==> config.mk <==
export PLATFORM = sky130hd
export DESIGN_NAME = eth_dma_csr
export DESIGN_NICKNAME = d
export VERILOG_FILES = /design/src/rtl/eth_dma_csr_pkg.sv /design/src/rtl/eth_dma_irq.sv /design/src/rtl/eth_dma_gstop.sv /design/src/rtl/eth_dma_poll.sv /design/src/rtl/eth_dma_csr.sv
export SDC_FILE = /design/constraint.sdc
export NUM_CORES = 2
export LEC_CHECK = 0
export BUFFER_PORTS_ARGS = -buffer_cell sky130_fd_sc_hd__buf_2
export CAP_MARGIN = 20
export CORE_MARGIN = 5
export CORE_UTILIZATION = 56
export CTS_CLUSTER_DIAMETER = 100
export DETAILED_ROUTE_END_ITERATION = 7
export GPL_ROUTABILITY_DRIVEN = 0
export PLACE_DENSITY = 0.77
export SKIP_CTS_REPAIR_TIMING = 1
export SYNTH_ARGS = -nofsm -noshare
export SYNTH_HDL_FRONTEND = slang
export SYNTH_HIERARCHICAL = 1
export SYNTH_SLANG_ARGS = --single-unit
==> constraint.sdc <==
create_clock -name clk -period 35.5 [get_ports clk]
set_clock_uncertainty 0.2 [all_clocks]
set_input_delay 3.55 -clock clk [delete_from_list [all_inputs] [get_ports clk]]
set_output_delay 3.55 -clock clk [all_outputs]
set_load 0.02 [all_outputs]
==> src/rtl/eth_dma_csr_pkg.sv <==
package eth_dma_csr_pkg;
  localparam int unsigned DW         = 32;
  // word indices of the register bank
  localparam int unsigned IDX_EVT    = 0;
  localparam int unsigned IDX_MSK    = 1;
  localparam int unsigned IDX_CTL    = 2;
  localparam int unsigned IDX_TST    = 3;
  localparam int unsigned IDX_RST    = 4;
  localparam int unsigned IDX_TBASE  = 16;
  localparam int unsigned IDX_TPTR   = 24;
  localparam int unsigned IDX_RBASE  = 32;
  localparam int unsigned IDX_RPTR   = 40;
  // interrupt groups of the event register
  localparam logic [DW-1:0] GRP_TX   = 32'h0000_00FF;
  localparam logic [DW-1:0] GRP_RX   = 32'h0000_FF00;
  localparam logic [DW-1:0] GRP_ERR  = 32'hFFFF_0000;
  localparam int unsigned EV_TX_STOP = 0;
  localparam int unsigned EV_RX_STOP = 8;
  // control register fields
  localparam int unsigned CTL_GRS    = 3;
  localparam int unsigned CTL_GTS    = 4;
  localparam int unsigned CTL_WOP    = 6;
  localparam logic [DW-1:0] CTL_MASK = 32'h0000_0058;
  // halt register layout: ring i at TOP-i
  localparam int unsigned TST_TOP    = 31;
  localparam int unsigned RST_TOP    = 23;
  localparam logic [DW-1:0] ALIGN_M  = 32'hFFFF_FFF8;
endpackage

==> src/rtl/eth_dma_irq.sv <==
module eth_dma_irq
  import eth_dma_csr_pkg::*;
(
  input  logic          clk,
  input  logic          rst_n,
  input  logic          evt_we,
  input  logic          msk_we,
  input  logic [DW-1:0] wdata,
  input  logic [DW-1:0] evt_set,
  output logic [DW-1:0] evt_q,
  output logic [DW-1:0] msk_q,
  output logic          irq_tx,
  output logic          irq_rx,
  output logic          irq_err
);
  logic [DW-1:0] evt_d, msk_d, act_d;

  always_comb begin
    evt_d = evt_q;
    if (evt_we) evt_d = evt_q & ~wdata;
    evt_d = evt_d | evt_set;             // set wins over clear
    msk_d = msk_we ? wdata : msk_q;
    act_d = evt_d & msk_d;
  end

  always_ff @(posedge clk or negedge rst_n) begin
    if (!rst_n) begin
      evt_q   <= '0;
      msk_q   <= '0;
      irq_tx  <= 1'b0;
      irq_rx  <= 1'b0;
      irq_err <= 1'b0;
    end else begin
      evt_q   <= evt_d;
      msk_q   <= msk_d;
      irq_tx  <= |(act_d & GRP_TX);
      irq_rx  <= |(act_d & GRP_RX);
      irq_err <= |(act_d & GRP_ERR);
    end
  end
endmodule

==> src/rtl/eth_dma_gstop.sv <==
module eth_dma_gstop (
  input  logic clk,
  input  logic rst_n,
  input  logic stop_req,
  input  logic frame_busy,
  input  logic frame_end,
  output logic done,
  output logic pend_q
);
  logic pend_d;

  always_comb begin
    done   = (stop_req && !frame_busy) || (pend_q && frame_end);
    pend_d = pend_q;
    if (done)                        pend_d = 1'b0;
    else if (stop_req && frame_busy) pend_d = 1'b1;
  end

  always_ff @(posedge clk or negedge rst_n) begin
    if (!rst_n) pend_q <= 1'b0;
    else        pend_q <= pend_d;
  end
endmodule

==> src/rtl/eth_dma_poll.sv <==
module eth_dma_poll #(
  parameter int unsigned PERIOD = 1000
) (
  input  logic clk,
  input  logic rst_n,
  input  logic arm,
  input  logic wop,
  input  logic gts,
  output logic poll
);
  localparam int unsigned CW = (PERIOD > 1) ? $clog2(PERIOD) : 1;
  localparam logic [CW-1:0] RELOAD = CW'(PERIOD - 1);

  logic [CW-1:0] cnt_q, cnt_d;
  logic          run_q, run_d, poll_d;

  always_comb begin
    cnt_d  = cnt_q;
    run_d  = run_q;
    poll_d = 1'b0;
    if (arm) begin
      run_d = 1'b1;
      cnt_d = RELOAD;
    end else if (run_q) begin
      if (cnt_q == '0) begin
        if (wop) begin
          run_d = 1'b0;
        end else begin
          poll_d = !gts;
          cnt_d  = RELOAD;
        end
      end else begin
        cnt_d = cnt_q - 1'b1;
      end
    end
  end

  always_ff @(posedge clk or negedge rst_n) begin
    if (!rst_n) begin
      cnt_q <= '0;
      run_q <= 1'b0;
      poll  <= 1'b0;
    end else begin
      cnt_q <= cnt_d;
      run_q <= run_d;
      poll  <= poll_d;
    end
  end
endmodule

==> src/rtl/eth_dma_csr.sv <==
module eth_dma_csr
  import eth_dma_csr_pkg::*;
#(
  parameter int unsigned AW          = 8,
  parameter int unsigned NRING       = 8,
  parameter int unsigned POLL_CYCLES = 1000
) (
  input  logic             clk,
  input  logic             rst_n,
  input  logic             bus_valid,
  input  logic             bus_write,
  input  logic [AW-1:0]    bus_addr,
  input  logic [3:0]       bus_be,
  input  logic [DW-1:0]    bus_wdata,
  output logic [DW-1:0]    bus_rdata,
  input  logic [DW-1:0]    evt_set_in,
  input  logic [NRING-1:0] tx_halt_set,
  input  logic [NRING-1:0] rx_halt_set,
  input  logic             tx_frame_busy,
  input  logic             tx_frame_end,
  input  logic             rx_frame_busy,
  input  logic             rx_frame_end,
  output logic [NRING-1:0] tx_restart,
  output logic [NRING-1:0] rx_restart,
  output logic             tx_poll,
  output logic             irq_tx,
  output logic             irq_rx,
  output logic             irq_err
);
  localparam int unsigned IW = AW - 2;

  // reset: asserted asynchronously, released on a clock edge
  logic [1:0] rsync_q;
  logic       rst_n_s;
  always_ff @(posedge clk or negedge rst_n) begin
    if (!rst_n) rsync_q <= 2'b00;
    else        rsync_q <= {rsync_q[0], 1'b1};
  end
  assign rst_n_s = rsync_q[1];

  // decode
  logic          acc_ok, wr;
  logic [IW-1:0] widx;
  logic          wr_evt, wr_msk, wr_ctl, wr_tst, wr_rst;
  assign acc_ok = bus_valid && (bus_be == 4'hF) && (bus_addr[1:0] == 2'b00);
  assign wr     = acc_ok && bus_write;
  assign widx   = bus_addr[AW-1:2];
  assign wr_evt = wr && (widx == IW'(IDX_EVT));
  assign wr_msk = wr && (widx == IW'(IDX_MSK));
  assign wr_ctl = wr && (widx == IW'(IDX_CTL));
  assign wr_tst = wr && (widx == IW'(IDX_TST));
  assign wr_rst = wr && (widx == IW'(IDX_RST));

  // control, halt flags, restart pulses
  logic [DW-1:0]    ctl_q, ctl_d, tst_q, tst_d, rst_q, rst_d;
  logic [NRING-1:0] txr_d, rxr_d;

  always_comb begin
    ctl_d = wr_ctl ? (bus_wdata & CTL_MASK) : ctl_q;
    tst_d = wr_tst ? (tst_q & ~bus_wdata) : tst_q;
    rst_d = wr_rst ? (rst_q & ~bus_wdata) : rst_q;
    for (int i = 0; i < NRING; i++) begin
      if (tx_halt_set[i]) tst_d[TST_TOP-i] = 1'b1;
      if (rx_halt_set[i]) rst_d[RST_TOP-i] = 1'b1;
      txr_d[i] = wr_tst && bus_wdata[TST_TOP-i];
      rxr_d[i] = wr_rst && bus_wdata[RST_TOP-i] && !rst_q[RST_TOP-i];
    end
  end

  always_ff @(posedge clk or negedge rst_n_s) begin
    if (!rst_n_s) begin
      ctl_q      <= '0;
      tst_q      <= '0;
      rst_q      <= '0;
      tx_restart <= '0;
      rx_restart <= '0;
    end else begin
      ctl_q      <= ctl_d;
      tst_q      <= tst_d;
      rst_q      <= rst_d;
      tx_restart <= txr_d;
      rx_restart <= rxr_d;
    end
  end

  // descriptor base and pointer registers, one set per ring
  logic [NRING-1:0][DW-1:0] tbase_q, tptr_q, rbase_q, rptr_q;
  logic [DW-1:0]            wdata_al;
  assign wdata_al = bus_wdata & ALIGN_M;

  for (genvar g = 0; g < NRING; g++) begin : g_ring
    logic wtb, wtp, wrb, wrp;
    assign wtb = wr && (widx == IW'(IDX_TBASE + g));
    assign wtp = wr && (widx == IW'(IDX_TPTR  + g));
    assign wrb = wr && (widx == IW'(IDX_RBASE + g));
    assign wrp = wr && (widx == IW'(IDX_RPTR  + g));
    always_ff @(posedge clk or negedge rst_n_s) begin
      if (!rst_n_s) begin
        tbase_q[g] <= '0;
        tptr_q[g]  <= '0;
        rbase_q[g] <= '0;
        rptr_q[g]  <= '0;
      end else begin
        if (wtb)        tbase_q[g] <= wdata_al;
        if (wtb || wtp) tptr_q[g]  <= wdata_al;
        if (wrb)        rbase_q[g] <= wdata_al;
        if (wrb || wrp) rptr_q[g]  <= wdata_al;
      end
    end
  end

  // graceful stops
  logic tx_done, rx_done, tx_pend, rx_pend;
  eth_dma_gstop u_gstop_tx (
    .clk(clk), .rst_n(rst_n_s),
    .stop_req(wr_ctl && bus_wdata[CTL_GTS]),
    .frame_busy(tx_frame_busy), .frame_end(tx_frame_end),
    .done(tx_done), .pend_q(tx_pend)
  );
  eth_dma_gstop u_gstop_rx (
    .clk(clk), .rst_n(rst_n_s),
    .stop_req(wr_ctl && bus_wdata[CTL_GRS]),
    .frame_busy(rx_frame_busy), .frame_end(rx_frame_end),
    .done(rx_done), .pend_q(rx_pend)
  );

  // events and interrupts
  logic [DW-1:0] evt_q, msk_q, evt_set;
  always_comb begin
    evt_set = evt_set_in;
    evt_set[EV_TX_STOP] = evt_set_in[EV_TX_STOP] | tx_done;
    evt_set[EV_RX_STOP] = evt_set_in[EV_RX_STOP] | rx_done;
  end

  eth_dma_irq u_irq (
    .clk(clk), .rst_n(rst_n_s),
    .evt_we(wr_evt), .msk_we(wr_msk), .wdata(bus_wdata), .evt_set(evt_set),
    .evt_q(evt_q), .msk_q(msk_q),
    .irq_tx(irq_tx), .irq_rx(irq_rx), .irq_err(irq_err)
  );

  // poll timer
  eth_dma_poll #(.PERIOD(POLL_CYCLES)) u_poll (
    .clk(clk), .rst_n(rst_n_s),
    .arm(wr_ctl && !bus_wdata[CTL_WOP]),
    .wop(ctl_q[CTL_WOP]), .gts(ctl_q[CTL_GTS]),
    .poll(tx_poll)
  );

  // read mux
  always_comb begin
    bus_rdata = '0;
    if (acc_ok && !bus_write) begin
      if (widx == IW'(IDX_EVT)) bus_rdata = evt_q;
      if (widx == IW'(IDX_MSK)) bus_rdata = msk_q;
      if (widx == IW'(IDX_CTL)) bus_rdata = ctl_q;
      if (widx == IW'(IDX_TST)) bus_rdata = tst_q;
      if (widx == IW'(IDX_RST)) bus_rdata = rst_q;
      for (int i = 0; i < NRING; i++) begin
        if (widx == IW'(IDX_TBASE + i)) bus_rdata = tbase_q[i];
        if (widx == IW'(IDX_TPTR  + i)) bus_rdata = tptr_q[i];
        if (widx == IW'(IDX_RBASE + i)) bus_rdata = rbase_q[i];
        if (widx == IW'(IDX_RPTR  + i)) bus_rdata = rptr_q[i];
      end
    end
  end
endmodule

* Word-level counts from Yosys, hierarchy flattened *
Cells that the tools add are included.

cells by class
  bitwise operators = 8
  $add $sub $neg = 1
  equality and inequality tests = 38
  reduce and logical (&&, ||, !) cells = 131
  multiplexer cells = 74

operators with widths
  operator                 number
  $mux W32                 41
  $and A32 B32 Y32         4
  $eq A6 B5 Y1 const B     16
  $eq A6 B6 Y1 const B     16
  $logic_and A1 B1 Y1      74
  $mux W10                 4
  $reduce_bool A2 Y1       19
  $not A32 Y32             1
  $or A32 B32 Y32          1
  $mux W1                  28
  $mux W24                 1
  $logic_or A1 B1 Y1       18
  $reduce_or A16 Y1        1
  $reduce_or A8 Y1         2
  $logic_not A1 Y1         13
  $eq A6 B2 Y1 const B     2
  $logic_not A10 Y1        1
  $sub A10 B1 Y10 const B  1
  $eq A6 B1 Y1 const B     1
  $eq A6 B3 Y1 const B     1
  $logic_not A6 Y1         1
  $eq A4 B4 Y1 const B     1
  $ne A3 B2 Y1 const B     1
  $logic_not A2 Y1         1
  2 further kinds          3

word-level totals
  input port bits = 100
  output and inout bits = 52
  bits in registers = 1094
  word-level logic and storage cells = 316

* Logic depth before layout (Yosys ltp) *
  depth in word-level cells = 39
  gate-level depth with buffers = 13
  mapped depth without buffers = 11

* Hierarchy *
Netlist, hierarchy kept.

modules (own cells, without submodules)
  module         area an instance (µm²)  instances  sequential area each (µm²)  cells each
  eth_dma_csr    46365.7                 1          25349.3                     3731
  eth_dma_irq    2696.3                  1          1676.6                      200
  eth_dma_poll   691.9                   1          300.3                       66
  eth_dma_gstop  53.8                    2          25.0                        6

* Worst setup path after synthesis *
OpenSTA, ideal clock, no wires.

  path type = in2out
  start = in bus_addr[4]
  end = out bus_rdata[11]
  stages on the path = 11
  arrival = 5.547 ns
  buffers on the path = 4
  path slack = 26.203 ns
  required time = 31.750 ns
  cells stage by stage = buf_6 > or4_4 > buf_6 > nor2_4 > buf_6 > buf_12 > nand2_2 > a31oi_1 > o21ai_1 > a211o_1 > a21oi_1

on the way
  cells in the longest elaborated chain, start to end = 39
  elaborated cells between the ends (all ways) = 75
  classes of those cells = eq/ne (36); mux (38); reduce/logical (1)

RTL lines
  element           RTL line            text
  start, declared   eth_dma_csr.sv:12   input logic [AW-1:0] bus_addr,
  $logic_not A6 Y1  eth_dma_csr.sv:154  if (widx == IW'(IDX_EVT)) bus_rdata = evt_q;
  $mux W32          eth_dma_csr.sv:154
  $mux W32          eth_dma_csr.sv:155  if (widx == IW'(IDX_MSK)) bus_rdata = msk_q;
  $mux W32          eth_dma_csr.sv:156  if (widx == IW'(IDX_CTL)) bus_rdata = ctl_q;
  $mux W32          eth_dma_csr.sv:157  if (widx == IW'(IDX_TST)) bus_rdata = tst_q;
  $mux W32          eth_dma_csr.sv:158  if (widx == IW'(IDX_RST)) bus_rdata = rst_q;
  $mux W32          eth_dma_csr.sv:160  if (widx == IW'(IDX_TBASE + i)) bus_rdata = tbase_q[i];
  $mux W32          eth_dma_csr.sv:161  if (widx == IW'(IDX_TPTR + i)) bus_rdata = tptr_q[i];
  (+23 left out)    -
  $mux W32          eth_dma_csr.sv:161
  $mux W32          eth_dma_csr.sv:162  if (widx == IW'(IDX_RBASE + i)) bus_rdata = rbase_q[i];
  $mux W32          eth_dma_csr.sv:163  if (widx == IW'(IDX_RPTR + i)) bus_rdata = rptr_q[i];
  $mux W32          eth_dma_csr.sv:160
  $mux W32          eth_dma_csr.sv:161
  $mux W32          eth_dma_csr.sv:162
  $mux W32 (*)      eth_dma_csr.sv:163
  $mux W32 (*)      eth_dma_csr.sv:153  if (acc_ok && !bus_write) begin
  end, declared     eth_dma_csr.sv:15   output logic [DW-1:0] bus_rdata,

Every way passes the cells marked *; elsewhere a longest branch is shown, timed or not.

* Final worst setup path *
  start = in bus_addr[7]
  end = out bus_rdata[27]

Same word-level chain as after synthesis.

==> out/qor.yml <==
status:
  status: "complete, no violations"
routing:
  via_count: 36100
  ant_nets: 0
  drc: 0
  drt-total-wl_mm: 148
  drt_iter0_markers: 3841
  wire_per_inst_um: 28.1
  avgViaCountPerCell: 6.84
  drt-pass1-iter-count: 6
die:
  die_w_um: 308
  die-height_um: 308
  dieArea_sq_um: 95100
  ioPinCount: 152
  rows: 109
  initial_core_util: 0.564
  core_sq_um: 88400
worst_setup_path:
  r2r_setup_slack_ns: 31.46
  cp-end-kind: "primary output"
  cpPeakStageDelay_ns: 0.85
  r2r_end: "rptr_q[6]"
  r2r.worst_path.cells: 5
  start_kind: "primary input"
  crit_chain: "buf_2 > nand2b_1 > buf_4 > nor3_4 > buf_4 > nor2_1 > buf_4 > o21ai_0 > nor4_1 > o221ai_1 > a21oi_1 > buf_2"
  reg2reg_from: "rsync_q[1]"
  cp_max_fo: 29
  crit_required_ns: 31.75
  crit_family: "simple AND/OR/NAND/NOR gates"
  worst-path-buf-inv: 5
  cp.arrival_ns: 7.90
  critPathKind: "in2out"
  cpMaxStageDelayCell: "nor4_1"
  crit_top_cell: "buf_4"
global_route:
  grt_pass1_wl_mm: 227
  grt_pass1_vias: 36700
  grtUsageTotal: 0.307
  grt-ovfl-total: 0
  grt_antenna_before_repair: 7
  grt_max_degree: 185
place:
  dp_hpwl_mm: 93.1
  port_buffers: 151
yosys:
  synth-main-ff-cell: "dfrtp_1"
  synth_top_area_share: 0.549
  synth_area_leaders: "dfrtp_1, mux2_2, o22ai_1"
  async_flop_share: 1.00
  yosysSeqAreaShare: 0.549
  synth.distinct_cells: 93
  avgSynthCellArea_sq_um: 12.4
  yosysWarnings: 6
  yosys_register_bits: 1094
  synth_edf_count: 0
  synth.cell_area_sq_um: 49900
  synth_area_leader_cell: "dfrtp_1"
  syn_inst: 4009
  syn_nets: 4110
clock_tree:
  cts_buffers: 107
  cts_tree: "done"
  clk_latency_ns: 0.68
  cts.sinks: 1094
  cts_max_level: 3
  clkTransAtPathRegs_ns: 0.06
  cts_root_buf: "clkbuf_16"
  cts_buffer_depth: 3
timing:
  period_minus_slack_ns: 11.65
  finalSetupViolations: 0
  hold_viol_final: 0
  fmax_mhz: 85.8
  rsz0062_at_grt: "no"
  tns_ns: 0
  final_max_slew_viol_count: 0
  fin_crit_sh: 0.328
  slew_headroom: 0.195
  worst_pin_slew_ns: 1.20
layout:
  fillers: 6684
  fin_nets: 4119
  area_delta_synth_final_pct: 11.3
  drive_gt1_frac: 0.359
power:
  p_leak_nw: 27.0
  power.total_mw: 2.63
  ir_drop_uv: 53.1
  p_per_area_nw_per_um2: 47.4
flow_run:
  maxCapViolCount: 0
hold_path:
  min_path_type: "reg2async"
## where the power goes
| part | switching, mW | internal, mW |
|---|---|---|
| sequential | 0.00691 | 1.25 |
| clock | 0.498 | 0.760 |
| combinational | 0.0870 | 0.0273 |
| total | 0.591 | 2.04 |
## synthesized netlist by cell type, types with 21 or more instances
cell type / instances
o22ai_1: 170
a21oi_1: 129
mux2_1: 23
clkbuf_1: 162
nand4_1: 21
o221ai_1: 32
a21boi_0: 51
buf_2: 155
and3_1: 46
o21ai_0: 101
mux2_2: 937
nor4_1: 28
a21o_1: 30
a22oi_1: 82
nor2_1: 188
o21ai_1: 22
buf_4: 25
nand2_1: 145
a221oi_1: 94
nand3_1: 61
dfrtp_1: 1094
nor3_1: 70
## sequential cells by signal (all words and copies together), names as in the netlist, 2 cells and up
signal,count
rbase_q,232
rptr_q,232
tbase_q,232
tptr_q,232
rst_q,32
tst_q,32
u_irq/evt_q,32
u_irq/msk_q,32
u_poll/cnt_q,10
rx_restart,8
tx_restart,8
ctl_q,3
rsync_q,2
## per-stage QoR
step / instance area [sq um] / hold WS [ns] / utilization / cells / setup slack (ns)
after floorplan: 49900 / 0.131 / - / 4009 / 2.55
after CTS: 55300 / 0.148 / 0.625 / 5265 / 23.97
after detailed placement: 51400 / 0.135 / 0.581 / 5065 / 23.98
after global routing: 55500 / 0.153 / 0.628 / 5275 / 23.90
final: 55500 / 0.145 / 0.628 / 5277 / 23.85
after global placement: 51400 / 0.140 / 0.581 / 5065 / 24.04
## cell families (layout without fill, tap and decap cells)
| logic type | after synthesis | in the layout | synth area share |
|---|---|---|---|
| compound gates | 890 | 890 | 0.123 |
| xor+xnor | 1 | 1 | 0.000176 |
| fa+ha+maj | 1 | 1 | 0.000251 |
| buf+inv | 376 | 476 | 0.0359 |
| flops | 1094 | 1094 | 0.549 |
| mux | 974 | 974 | 0.221 |
| other cells | 1 | 4 | 0.0000752 |
| simple gates | 672 | 672 | 0.0704 |
## worst register-to-register path, stage by stage (launching register included)
cell     delay (ns)
dfrtp_4        0.82
buf_12         0.75
buf_4          0.95
buf_4          0.75
buf_4          0.32
buf_16         0.31
## placed cells by master (no fill, tap or decap), types with 10 or more instances in the layout
master / instances
clkbuf_1: 20
clkinv_2: 19
nor2_1: 164
nand3_1: 60
a21oi_1: 128
o21ai_1: 21
clkbuf_16: 109
buf_2: 151
nor3_4: 14
a21boi_0: 51
or2_1: 19
bufinv_16: 20
and3_1: 46
a31oi_1: 19
mux2_2: 937
a2111oi_0: 20
inv_1: 17
o22ai_1: 170
clkbuf_8: 24
nand4_1: 21
a221o_1: 11
buf_4: 98
nor3_1: 63
nor4_1: 28
o21ai_0: 101
nor2_4: 17
a21o_1: 30
a211oi_1: 20
nand2_1: 142
nor2_2: 15
dfrtp_1: 1093
mux2_1: 23
o221ai_1: 32
o2111ai_1: 17
a22oi_1: 82
a221oi_1: 94
a21boi_1: 13
o211ai_1: 12
nand2b_1: 10
## layout make-up
| type | count | area (sq um) | area share |
|---|---|---|---|
| clock inverters | 47 | 787 | 0.0142 |
| flip-flops and latches | 1094 | 27400 | 0.493 |
| well taps | 1165 | 1460 | 0.0263 |
| diodes | 3 | 7.51 | 0.000135 |
| repair buffers | 259 | 1720 | 0.0310 |
| clock buffers | 153 | 3130 | 0.0565 |
| inverters | 17 | 63.8 | 0.00115 |
| multi-input cells | 2539 | 20900 | 0.377 |
## metal layers
layer | GRT usage | up-vias | part of all wire
met5 | 0 | - | 0.000047
met1 | 0.426 | 18900 | 0.40
met2 | 0.478 | 1909 | 0.47
met3 | 0.0479 | 385 | 0.084
met4 | 0.149 | 2 | 0.052
li1 | - | 14900 | -
## worst max path at each step
stage / start / to / slack, ns / depth (start not counted)
after global routing: bus_addr[7] / bus_rdata[27] / 23.90 / 12
after global placement: bus_addr[7] / bus_rdata[27] / 24.04 / 12
final: bus_addr[7] / bus_rdata[27] / 23.85 / 12
after detailed placement: bus_addr[7] / bus_rdata[27] / 23.98 / 12
after floorplan: rsync_q[1] / ctl_q[3] / 2.55 / 0
after CTS: bus_addr[7] / bus_rdata[27] / 23.97 / 12
Power figures use the tool's default switching activity.
